--- config.mk ---
export PLATFORM = sky130hd
export DESIGN_NAME = lvl_intc
export DESIGN_NICKNAME = d
export VERILOG_FILES = /design/src/rtl/lvl_intc_pkg.sv /design/src/rtl/lvl_intc_sync.sv /design/src/rtl/lvl_intc_regdec.sv /design/src/rtl/lvl_intc_bank.sv /design/src/rtl/lvl_intc.sv
export SDC_FILE = /design/constraint.sdc
export NUM_CORES = 1
export LEC_CHECK = 0
export CAP_MARGIN = 20
export CORE_MARGIN = 2
export CORE_UTILIZATION = 47
export DETAILED_ROUTE_END_ITERATION = 16
export DONT_BUFFER_PORTS = 1
export PLACE_DENSITY = 0.67
export SYNTH_ARGS = -nofsm -noshare
export SYNTH_HDL_FRONTEND = slang
export SYNTH_SLANG_ARGS = --single-unit
--- constraint.sdc ---
create_clock -name clk -period 2.1 [get_ports clk]
set_clock_uncertainty 0.05 [all_clocks]
set_input_delay 0.42 -clock clk [delete_from_list [all_inputs] [get_ports clk]]
set_output_delay 0.42 -clock clk [all_outputs]
set_load 0.05 [all_outputs]
--- src/rtl/lvl_intc_pkg.sv ---
// Shared definitions for the level interrupt aggregator.
// Assumes: 32-bit register words; the group order below is fixed by the address map.
package lvl_intc_pkg;
    localparam int WORD_BITS = 32;

    // Register group within a CPU bank, in address order.
    typedef enum logic [1:0] {
        GRP_RAW = 2'd0,
        GRP_MSK = 2'd1,
        GRP_SET = 2'd2,
        GRP_CLR = 2'd3
    } grp_e;
endpackage

--- src/rtl/lvl_intc_sync.sv ---
// Two-stage synchronizer for the interrupt lines.
// Assumes: each line is an independent level; skew between lines is acceptable.
module lvl_intc_sync #(
    parameter int W = 64
) (
    input  logic         clk,
    input  logic         rst_n,
    input  logic [W-1:0] d_in,
    output logic [W-1:0] d_out
);
    logic [W-1:0] stage1;

    // Shift the asynchronous levels through two flops.
    always_ff @(posedge clk) begin
        if (!rst_n) begin
            stage1 <= '0;
            d_out  <= '0;
        end else begin
            stage1 <= d_in;
            d_out  <= stage1;
        end
    end
endmodule

--- src/rtl/lvl_intc_regdec.sv ---
// Address decoder: splits a byte address into CPU bank, register group and word.
// Assumes: the bank window is a power of two; bits [1:0] are ignored.
module lvl_intc_regdec
    import lvl_intc_pkg::*;
#(
    parameter int N_WORDS = 2,
    parameter int N_CPUS  = 2,
    parameter int BANK_AW = 5,
    parameter int CPU_W   = 1,
    parameter int WSEL_W  = 1
) (
    input  logic [BANK_AW+CPU_W-1:0] addr,
    output grp_e                     grp,
    output logic [WSEL_W-1:0]        wsel,
    output logic [CPU_W-1:0]         csel,
    output logic                     hit
);
    localparam int IDX_W = BANK_AW - 2;

    logic [IDX_W-1:0] idx;

    assign idx  = addr[BANK_AW-1:2];
    assign csel = addr[BANK_AW+CPU_W-1:BANK_AW];

    // Divide the word index into group and word, and flag legal addresses.
    always_comb begin
        int unsigned iv;
        int unsigned gv;
        int unsigned wv;
        iv   = int'(idx);
        gv   = iv / N_WORDS;
        wv   = iv % N_WORDS;
        grp  = grp_e'(gv[1:0]);
        wsel = wv[WSEL_W-1:0];
        hit  = (iv < 4 * N_WORDS) && (int'(csel) < N_CPUS);
    end
endmodule

--- src/rtl/lvl_intc_bank.sv ---
// One CPU's mask bank: set/clear strobes, pending reduction and output register.
// Assumes: set_en and clr_en are never high together (one bus port).
module lvl_intc_bank
    import lvl_intc_pkg::*;
#(
    parameter int N_WORDS = 2,
    parameter int WSEL_W  = 1
) (
    input  logic                           clk,
    input  logic                           rst_n,
    input  logic                           set_en,
    input  logic                           clr_en,
    input  logic [WSEL_W-1:0]              wsel,
    input  logic [WORD_BITS-1:0]           wdata,
    input  logic [N_WORDS*WORD_BITS-1:0]   status,
    output logic [N_WORDS*WORD_BITS-1:0]   mask,
    output logic                           irq
);
    localparam int N_SRC = N_WORDS * WORD_BITS;

    logic [N_SRC-1:0] pending;

    assign pending = status & ~mask;

    // Apply atomic set or clear to the selected mask word; reset masks all.
    always_ff @(posedge clk) begin
        if (!rst_n) begin
            mask <= '1;
        end else if (set_en) begin
            mask[wsel*WORD_BITS +: WORD_BITS] <= mask[wsel*WORD_BITS +: WORD_BITS] | wdata;
        end else if (clr_en) begin
            mask[wsel*WORD_BITS +: WORD_BITS] <= mask[wsel*WORD_BITS +: WORD_BITS] & ~wdata;
        end
    end

    // Register the OR of all pending sources as the CPU output.
    always_ff @(posedge clk) begin
        if (!rst_n) irq <= 1'b0;
        else        irq <= |pending;
    end

    // Checker state: remember last strobe for the set/clear properties.
    logic                 set_q, clr_q;
    logic [WSEL_W-1:0]    wsel_q;
    logic [WORD_BITS-1:0] wdata_q;

    // Capture the previous cycle's strobe, word and data.
    always_ff @(posedge clk) begin
        if (!rst_n) begin
            set_q   <= 1'b0;
            clr_q   <= 1'b0;
            wsel_q  <= '0;
            wdata_q <= '0;
        end else begin
            set_q   <= set_en;
            clr_q   <= clr_en;
            wsel_q  <= wsel;
            wdata_q <= wdata;
        end
    end


    mask_reset_chk: assert property (@(posedge clk) disable iff (!rst_n)
        $rose(rst_n) |-> (mask == '1 && !irq));


    mask_set_chk: assert property (@(posedge clk) disable iff (!rst_n)
        set_q |-> ((mask[wsel_q*WORD_BITS +: WORD_BITS] & wdata_q) == wdata_q));


    mask_clr_chk: assert property (@(posedge clk) disable iff (!rst_n)
        clr_q |-> ((mask[wsel_q*WORD_BITS +: WORD_BITS] & wdata_q) == '0));


    mask_hold_chk: assert property (@(posedge clk) disable iff (!rst_n)
        (!set_en && !clr_en) |=> $stable(mask));


    irq_quiet_chk: assert property (@(posedge clk) disable iff (!rst_n)
        (pending == '0) |=> !irq);


    irq_raise_chk: assert property (@(posedge clk) disable iff (!rst_n)
        (pending != '0) |=> irq);
endmodule

--- src/rtl/lvl_intc.sv ---
// Top of the per-CPU level interrupt aggregator.
// Assumes: one register access per clock; read data is registered.
module lvl_intc
    import lvl_intc_pkg::*;
#(
    parameter int N_WORDS = 2,
    parameter int N_CPUS  = 2,
    parameter int BANK_AW = $clog2(16 * N_WORDS),
    parameter int CPU_W   = (N_CPUS > 1) ? $clog2(N_CPUS) : 1
) (
    input  logic                          clk,
    input  logic                          rst_n,
    input  logic [N_WORDS*WORD_BITS-1:0]  irq_src,
    input  logic                          bus_en,
    input  logic                          bus_we,
    input  logic [BANK_AW+CPU_W-1:0]      bus_addr,
    input  logic [WORD_BITS-1:0]          bus_wdata,
    output logic [WORD_BITS-1:0]          bus_rdata,
    output logic [N_CPUS-1:0]             cpu_irq
);
    localparam int N_SRC  = N_WORDS * WORD_BITS;
    localparam int WSEL_W = (N_WORDS > 1) ? $clog2(N_WORDS) : 1;

    logic [N_SRC-1:0]     raw_status;
    logic [N_SRC-1:0]     masks [N_CPUS];
    grp_e                 dec_grp;
    logic [WSEL_W-1:0]    dec_wsel;
    logic [CPU_W-1:0]     dec_csel;
    logic                 dec_hit;
    logic [N_CPUS-1:0]    set_en, clr_en;
    logic [WORD_BITS-1:0] sel_mask_word;
    logic                 wr_req, rd_req;

    assign wr_req = bus_en &&  bus_we && dec_hit;
    assign rd_req = bus_en && !bus_we;

    lvl_intc_sync #(.W(N_SRC)) u_sync (
        .clk   (clk),
        .rst_n (rst_n),
        .d_in  (irq_src),
        .d_out (raw_status)
    );

    lvl_intc_regdec #(
        .N_WORDS (N_WORDS),
        .N_CPUS  (N_CPUS),
        .BANK_AW (BANK_AW),
        .CPU_W   (CPU_W),
        .WSEL_W  (WSEL_W)
    ) u_dec (
        .addr (bus_addr),
        .grp  (dec_grp),
        .wsel (dec_wsel),
        .csel (dec_csel),
        .hit  (dec_hit)
    );

    for (genvar gi = 0; gi < N_CPUS; gi++) begin : g_bank
        // Route set/clear strobes to the addressed bank only.
        assign set_en[gi] = wr_req && (dec_grp == GRP_SET) && (dec_csel == CPU_W'(gi));
        assign clr_en[gi] = wr_req && (dec_grp == GRP_CLR) && (dec_csel == CPU_W'(gi));

        lvl_intc_bank #(
            .N_WORDS (N_WORDS),
            .WSEL_W  (WSEL_W)
        ) u_bank (
            .clk    (clk),
            .rst_n  (rst_n),
            .set_en (set_en[gi]),
            .clr_en (clr_en[gi]),
            .wsel   (dec_wsel),
            .wdata  (bus_wdata),
            .status (raw_status),
            .mask   (masks[gi]),
            .irq    (cpu_irq[gi])
        );
    end

    // Pick the addressed bank's mask word for reads.
    always_comb begin
        sel_mask_word = '0;
        for (int c = 0; c < N_CPUS; c++) begin
            if (dec_csel == CPU_W'(c)) sel_mask_word = masks[c][dec_wsel*WORD_BITS +: WORD_BITS];
        end
    end

    // Register read data; zero outside a read or on set/clear/unused addresses.
    always_ff @(posedge clk) begin
        if (!rst_n) begin
            bus_rdata <= '0;
        end else if (rd_req && dec_hit) begin
            case (dec_grp)
                GRP_RAW: bus_rdata <= raw_status[dec_wsel*WORD_BITS +: WORD_BITS];
                GRP_MSK: bus_rdata <= sel_mask_word;
                default: bus_rdata <= '0;
            endcase
        end else begin
            bus_rdata <= '0;
        end
    end


    sync_delay_chk: assert property (@(posedge clk) disable iff (!rst_n)
        ($past(rst_n) && $past(rst_n, 2)) |-> (raw_status == $past(irq_src, 2)));


    rd_strobe_zero_chk: assert property (@(posedge clk) disable iff (!rst_n)
        (rd_req && (dec_grp == GRP_SET || dec_grp == GRP_CLR)) |=> (bus_rdata == '0));


    rd_idle_zero_chk: assert property (@(posedge clk) disable iff (!rst_n)
        !rd_req |=> (bus_rdata == '0));


    strobe_onehot_chk: assert property (@(posedge clk) disable iff (!rst_n)
        $onehot0({set_en, clr_en}));
endmodule

==> out/metrics.cfg <==
[timing]
whs_ps=8.13
finalSetupTns_ps=0
max_slew_margin_pct=58.1
fin_ws_ps=77.6
min_period_ps=2020
finalHoldViolCount=0
rsz0062_at_grt=false
slew_violations=0
finalCritPeriodShare_pct=96.3
fmax_ghz=0.494
setup_viol_count_final=0
worst_slew_pin_slew_ps=626

[power]
p_per_area_nw_per_um2=828
ir_worst_vdd_v=0.000765
p_leak_nw=5.72

[synth]
synth_common_cells=dfxtp_1 (290), a21oi_1 (150), and2_1 (130)
synth.area.top_cells=dfxtp_1 (51%), and2_1 (7.1%), a21oi_1 (6.6%), and3_1 (6.4%), mux4_2 (6.1%)
synth_most_common_cell=dfxtp_1
yosys_warnings=0
synth_fa_ha_area_share_pct=0
synth_edf_count=0
syn_inst=1229
yosysSeqAreaShare_pct=50.8
ys_async_sr_fraction_pct=0
netlist.area_leader.share_pct=50.8
yosys.area_share.simple_pct=18.5
synthXorXnorAreaFrac_pct=0
synth-compound-area-share_pct=15.5
synth_top_family_by_area=simple AND/OR/NAND/NOR gates
synth_nets=1335
syn_area_per_cell_um2=9.30
synth_area_um2=11400
ys_ff_latch=290
yosysTopAreaCell=dfxtp_1
synth_flop_cell=dfxtp_1
yosysUniqueCellTypes=33
synth.area.mux_share_pct=9.85

[global_routing]
grt_pass1_wl_um=54900
gr-total-overflow=0
grt_max_degree=176
grt_pass1_vias=9053
gr-usage-all-layers_pct=27.7
antenna_found_initial=1

[job]
drv_cap=0

[clocking]
clock_path_buffers=3
cts_sinks=290
cts_tree=built
cts_max_level=1
clk_latency_ps=560
clkSlewWorstSetupHoldPaths_ps=60
root_buffer=clkbuf_16
cts_buffers=30
cts_post_setup_buffers_inserted=0

[placement]
place.gp.congestion=0.991
dp_hpwl_um=22700
io_buffers=0
detailedPlace.worstSlack_ps=94.3

[setup_path]
cp.required_ps=2480
cp-end-kind=flip-flop
startpoint_type=flip-flop
r2r-start=u_sync.d_out[27]
reg2reg_slack_ps=80
cp-startpoint=u_sync.d_out[27]
worstPathArrival_ps=2400
crit_path_max_fanout=2
crit_type=flip-flop to flip-flop

[die]
die_y_um=160
core_um2=24100
die_w_um=160
die_area_um2=25600
io_pins=140
initial_core_util_pct=47.4
fp-row-count=57

[routing]
avgViaCountPerCell=5.74
wl_per_cell_um=21.4
drt.antenna.violating_nets=0
drt_pass1_iterations=5
vias=9730
routed_wl_um=36400
drtIter0Drc=1214
post-route-drc-count=0

[final_layout]
area_growth_pct=25.9
layout-drive-gt1-share_pct=7.37
nets=1454
n_antenna_cell=0
seq_area_um2=5810
final_core_util_pct=59.7
multi_input_area_um2=5030
fillers=2095

[hold_path]
hp-class=input pin to flip-flop
min-delay-start=bus_addr[2]

[status]
run_status=complete, no violations

[cell usage in the layout (no fill, tap or decap), types with 3 or more instances in the layout]
cell	netlist	final
nand2b_1	11	11
mux2i_1	40	40
clkbuf_16	0	31
and3_1	116	116
o21ai_0	117	117
nand2_1	20	20
clkbuf_8	0	6
buf_12	0	4
buf_4	2	5
dfxtp_1	290	289
nor2_1	80	78
bufinv_16	0	4
dlygate4sd3_1	0	169
o2111ai_1	4	4
a21oi_1	150	150
nor3_1	4	4
mux4_2	31	31
nand4_1	5	5
nor4_1	4	4
clkinv_2	0	7
inv_1	64	64
and2_1	130	128
o22ai_1	55	55
clkbuf_1	80	3
[per-layer routing]
layer	vias to the layer above	track usage, %	wire length (um)
met5	-	0	0
met4	0	6.88	876
met3	57	5.40	3580
met2	536	42.0	16100
met1	4614	40.8	15800
li1	4523	-	-
[cell type report]
type	count	share of cell area, %
Tap cell	324	2.82
Multi-Input combinational cell	782	35.0
Inverter	65	1.70
Clock inverter	15	1.31
Timing Repair Buffer	179	12.8
Clock buffer	40	6.05
Sequential cell	290	40.4
[where the power goes]
part / switching [mW] / leakage [nW] / internal (mW)
Sequential: 0.133 / 2.37 / 5.65
Clock: 2.22 / 0.521 / 3.39
Combinational: 0.227 / 2.82 / 0.288
[cells by family (layout without fill, tap and decap cells)]
| logic type | after synthesis | after routing |
|---|---|---|
| and+or+nand+nor | 377 | 377 |
| AOI/OAI and AO/OA | 333 | 333 |
| DFF | 290 | 290 |
| buffers and inverters | 157 | 299 |
| muxes | 72 | 72 |
[through the flow]
stage               cells  area, um^2  power (mW)
finish               1695       14400        11.9
global route         1695       14400        12.2
CTS                  1695       14400        11.9
detailed placement   1470       11600        6.23
global placement     1470       11600        6.23
floorplan            1229       11400        6.24
[worst max-delay path, cell delays in order, from the launching register on]
cell	delay, ps
dfxtp_1	310
inv_1	90
o22ai_1	90
or4_1	520
or4b_1	530
o31a_1	310
[what timing repair did]
action / CTS / global route
gates resized for setup: 0 / 1
endpoints found under the hold margin: 253 / 0
hold buffers: 170 / 0
endpoints found under the setup margin: 0 / 1
[worst paths after layout]
path	to	depth (start not counted)
min	g_bank[1].u_bank.mask[19]	1
min reg2reg	u_sync.d_out[1]	1
max reg2reg	g_bank[0].u_bank.irq	5
max	g_bank[0].u_bank.irq	5
[flip-flops by register name (all words and copies together) (netlist names)]
| signal | count |
|---|---|
| g_bank.u_bank.mask | 128 |
| g_bank.u_bank.irq | 2 |
| u_sync.d_out | 64 |
| u_sync.stage1 | 64 |
| bus_rdata | 32 |
(Power assumes the default switching activity.)
